**src/rtl/list_ptr_mem.sv**
```systemverilog
module list_ptr_mem #(
  parameter int NUM_PATHS = 4,
  parameter int LOG_N     = 10
) (
  input  logic                                         clk,
  input  logic                                         rst_n,
  input  logic                                         clear,
  input  logic [LOG_N-1:0]                             bit_idx,
  output logic [$clog2(LOG_N+1)-1:0]                   top_stage,
  input  logic [$clog2(LOG_N+1)-1:0]                   rd_stage,
  output logic [NUM_PATHS*((NUM_PATHS>1)?$clog2(NUM_PATHS):1)-1:0] rd_sel,
  input  logic                                         wr_en,
  input  logic [$clog2(LOG_N+1)-1:0]                   wr_stage,
  input  logic                                         sel_req,
  input  logic                                         frozen,
  input  logic [NUM_PATHS*((NUM_PATHS>1)?$clog2(NUM_PATHS):1)-1:0] parent
);
  localparam int PW  = (NUM_PATHS > 1) ? $clog2(NUM_PATHS) : 1;
  localparam int SW  = $clog2(LOG_N + 1);
  localparam int NST = LOG_N - 1;
  localparam int IW  = (NST > 1) ? $clog2(NST) : 1;

  function automatic logic [NUM_PATHS*PW-1:0] self_vec();
    logic [NUM_PATHS*PW-1:0] v;
    for (int l = 0; l < NUM_PATHS; l++) v[l*PW +: PW] = PW'(l);
    return v;
  endfunction
  localparam logic [NUM_PATHS*PW-1:0] SELF = self_vec();

  logic [PW-1:0] ptr [NUM_PATHS][NST];
  logic [IW-1:0] wr_idx, rd_idx;
  logic          wr_ok, rd_ok, last_bit, copy_go;
  logic [SW-1:0] ts;

  assign last_bit = &bit_idx;
  assign copy_go  = sel_req & (~frozen | last_bit);
  assign wr_ok    = (wr_stage != '0) && (int'(wr_stage) < LOG_N);
  assign rd_ok    = (rd_stage != '0) && (int'(rd_stage) < LOG_N);
  assign wr_idx   = wr_ok ? IW'(wr_stage - 1'b1) : '0;
  assign rd_idx   = rd_ok ? IW'(rd_stage - 1'b1) : '0;

  always_ff @(posedge clk or negedge rst_n) begin
    if (!rst_n) begin
      for (int l = 0; l < NUM_PATHS; l++)
        for (int k = 0; k < NST; k++) ptr[l][k] <= '0;
    end else if (clear) begin
      for (int l = 0; l < NUM_PATHS; l++)
        for (int k = 0; k < NST; k++) ptr[l][k] <= '0;
    end else if (copy_go) begin
      for (int l = 0; l < NUM_PATHS; l++)
        for (int k = 0; k < NST; k++)
          ptr[l][k] <= ptr[parent[l*PW +: PW]][k];
    end else if (wr_en && wr_ok) begin
      for (int l = 0; l < NUM_PATHS; l++) ptr[l][wr_idx] <= PW'(l);
    end
  end

  always_comb begin
    for (int l = 0; l < NUM_PATHS; l++)
      rd_sel[l*PW +: PW] = rd_ok ? ptr[l][rd_idx] : '0;
  end

  always_comb begin
    ts = SW'(LOG_N);
    for (int k = LOG_N - 1; k >= 0; k--)
      if (bit_idx[k]) ts = SW'(k + 1);
  end
  assign top_stage = ts;

  p_clear_zero_r1: assert property (@(posedge clk) disable iff (!rst_n)
    clear |=> rd_sel == '0);

  p_write_self_r3: assert property (@(posedge clk) disable iff (!rst_n)
    (wr_en && wr_ok && !clear && !copy_go)
      |=> (rd_stage != $past(wr_stage) || rd_sel == SELF));

  p_identity_copy_r4: assert property (@(posedge clk) disable iff (!rst_n)
    (copy_go && !clear && parent == SELF)
      |=> (!$stable(rd_stage) || $stable(rd_sel)));

  p_frozen_skip_r5: assert property (@(posedge clk) disable iff (!rst_n)
    (sel_req && frozen && !(&bit_idx) && !clear && !wr_en)
      |=> (!$stable(rd_stage) || $stable(rd_sel)));

  p_top_range_r7: assert property (@(posedge clk) disable iff (!rst_n)
    (top_stage >= SW'(1) && top_stage <= SW'(LOG_N)));

  p_hold_r8: assert property (@(posedge clk) disable iff (!rst_n)
    (!clear && !wr_en && !sel_req)
      |=> (!$stable(rd_stage) || $stable(rd_sel)));
endmodule

```
**config.mk**
```make
export PLATFORM = sky130hd
export DESIGN_NAME = list_ptr_mem
export DESIGN_NICKNAME = d
export VERILOG_FILES = /design/src/rtl/list_ptr_mem.sv
export SDC_FILE = /design/constraint.sdc
export NUM_CORES = 1
export LEC_CHECK = 0
export BUFFER_PORTS_ARGS = -buffer_cell sky130_fd_sc_hd__buf_4
export CORE_ASPECT_RATIO = 1.75
export CORE_MARGIN = 1
export CORE_UTILIZATION = 60
export DETAILED_ROUTE_END_ITERATION = 6
export PLACE_DENSITY = 0.81
export SYNTH_ARGS = -nofsm -noshare
export SYNTH_HDL_FRONTEND = slang
export SYNTH_SLANG_ARGS = --single-unit
```
**constraint.sdc**
```tcl
create_clock -name clk -period 6.7 [get_ports clk]
set_clock_uncertainty 0.05 [all_clocks]
set_input_delay 0.335 -clock clk [delete_from_list [all_inputs] [get_ports clk]]
set_output_delay 0.335 -clock clk [all_outputs]
set_load 0.05 [all_outputs]
```
==> metrics <==
Worst Path Arrival 3.11 ns; flop2flop setup slack 5.15 ns; Crit path largest cell delay 0.53 ns; Netlist cell types 73; # rows 50; Die ar. 11300 µm²; CTS H-Tree Depth 3; fin crit share 52.1%; CTS root buf clkbuf_16; fmax 286 MHz; postcts setup bufs 0; first-pass GRT wire length 39.3 mm; Critical Path, Cell by Cell buf_4 -> inv_1 -> ha_1 -> nor2b_1 -> a221o_1 -> and2_1 -> and2_1 -> a211o_1 -> buf_4; # setup viols final 0; Worst EP required 6.31 ns; global route hottest layer met2; post-synth design cell area 6520 µm²; number of flops mapped to enable cells by yosys 0; fin cells 906; worst-margin pin slew 1.09 ns; Worst Slack Setup Final 3.21 ns; Via density 7.87; num ports 44; Hold Crit Class in2async; Routability Congestion 0.998; sequential fraction of the synthesis area 27.6%; leading area contributor after synthesis dfrtp_1; DRC 0; cts repair resizes 0; grt met1 use 57.1%; nets 807; vias in the first global route 7023; clk slew on worst S/H paths 0.06 ns; final hold violation count 0; Synth Net Count 806; Setup CP Type in2out; Critical Path Source Type input pin; Gate Count Post-Synth 771; Chip Width 80.8 µm; Global Route Usage Sum 46.5%; Core Area 10600 µm²; GR Util met2 71.4%; antenna violations before repair 0; CTS Buf Count 9; Biggest register ptr; maximum VDD drop 0.141 mV; final wirelength 24.9 mm; layout cells sized above 1 16.5%; Crit. End Element primary output; clk_lat worst skew 0.34 ns; Synth area leaders dfrtp_1 (28%), mux2i_1 (8.1%), mux2_2 (5.9%); DRT iter0 DRCs 945; top cells by count, synth dfrtp_1 (72), nand2_1 (56), mux2i_1 (53), o21ai_0 (52), nand3_1 (48); M3 GR Usage 7.36%; drt first pass iters 6; clock buffer depth 2; top-count cell post-synth dfrtp_1; max FFs per register 72; ant diodes 0; clk sink count 72; leakage power 3.00 nW; ys async rst share 100%; Overflow after GRT 0; final core occ 66.2%; slew margin rel. 26.5%; Slowest cell on crit path ha_1; top cell type's share of synthesized area 27.6%; Slew Limit Fails 0; status finished clean; RSZ-0062 raised after global routing no; Max Cap Viol 0; wire per inst 27.5 µm; CTS Hold Bufs 0; Main synth FF type dfrtp_1; Synth warnings 0; #FFs+latches synth 72; biggest regs ptr: 72 flops; area grow syn2layout 8.00%; PortBufs 43; CTS tree done; power per cell area 185 nW/µm²; crit path time final 3.49 ns; crit-path max FO 28; Place WS 3.29 ns; largest net degree at the start of global routing 73; via count 7127; Placed Cells 891; remaining antenna violation count 0; Initial Util 61.3%; setup TNS 0 ns; Mapped Avg Cell Area 8.46 µm²; DP HPWL 17.1 mm; Die H 140 µm
[layer usage]
| metal | wire length, µm | share of wire (%) |
|---|---|---|
| met1 | 8730 | 35 |
| met3 | 2500 | 10 |
| met2 | 11600 | 46 |
| met4 | 2150 | 8.6 |
| met5 | 0 | 0 |
[critical path: cells and delay by family]
family | cells | cell delay [ns]
compound gates | 2 | 0.72
buf+inv | 3 | 0.84
fa+ha+maj | 1 | 0.53
simple gates | 3 | 0.67
[layout by cell type (no fill, tap or decap), drive strengths merged, types with 9 or more instances in the layout]
cell    instances
o21ai          60
a21oi          48
a21o            9
mux2           34
dfrtp          72
nor2           27
nor3           16
o22ai          32
a31oi          14
o21a           10
buf            52
mux2i          53
a221oi         22
o211ai         34
nand3          49
inv            25
nand2          58
a22o           17
nor2b          10
clkbuf         11
a211oi         11
[cell type report]
| cell class | count | area [µm²] |
|---|---|---|
| multi-input cells | 611 | 4310 |
| fillers | 875 | 3590 |
| flip-flops and latches | 72 | 1800 |
| repair buffers | 52 | 390 |
| clock buffers | 11 | 253 |
| well taps | 130 | 163 |
| inverters | 26 | 97.6 |
| clock inverters | 4 | 30.0 |
[per-stage QoR]
step	power, W	instance area (µm²)	hold WS, ns
floorplan	0.000717	6520	-0.0106
global placement	0.000822	6760	0.478
detailed placement	0.000829	6760	0.483
CTS	0.00129	7040	0.132
global route	0.00134	7040	0.169
finish	0.00130	7040	0.0750
[logic make-up after synthesis]
kind of cell             Yosys count  synth area share [%]
AO/OA/AOI/OAI                    311                  34.1
AND/OR/NAND/NOR                  209                  16.9
buffers and inverters             88                  6.39
multiplexers                      88                  14.4
flip-flops                        72                  27.6
adder cells (fa/ha/maj)            3                 0.576
[worst paths after layout]
| kind | start | to | cells after the start |
|---|---|---|---|
| setup / recovery | rd_stage[0] | rd_sel[3] | 9 |
| hold / removal | rst_n | ptr[71] | 1 |
| setup reg to reg | ptr[41] | ptr[59] | 5 |
| hold reg to reg | ptr[48] | ptr[48] | 1 |
| max in group asynchronous | rst_n | ptr[46] | 1 |
| min in group clk | parent[2] | ptr[36] | 3 |
[report_power, final]
group | total, W | switching (W) | leakage, nW | internal (W)
Clock | 0.000462 | 0.000193 | 0.126 | 0.000269
Sequential | 0.000492 | 0.0000368 | 0.987 | 0.000455
Combinational | 0.000347 | 0.000229 | 1.89 | 0.000118
No activity file was read; power rests on OpenSTA's default activity.
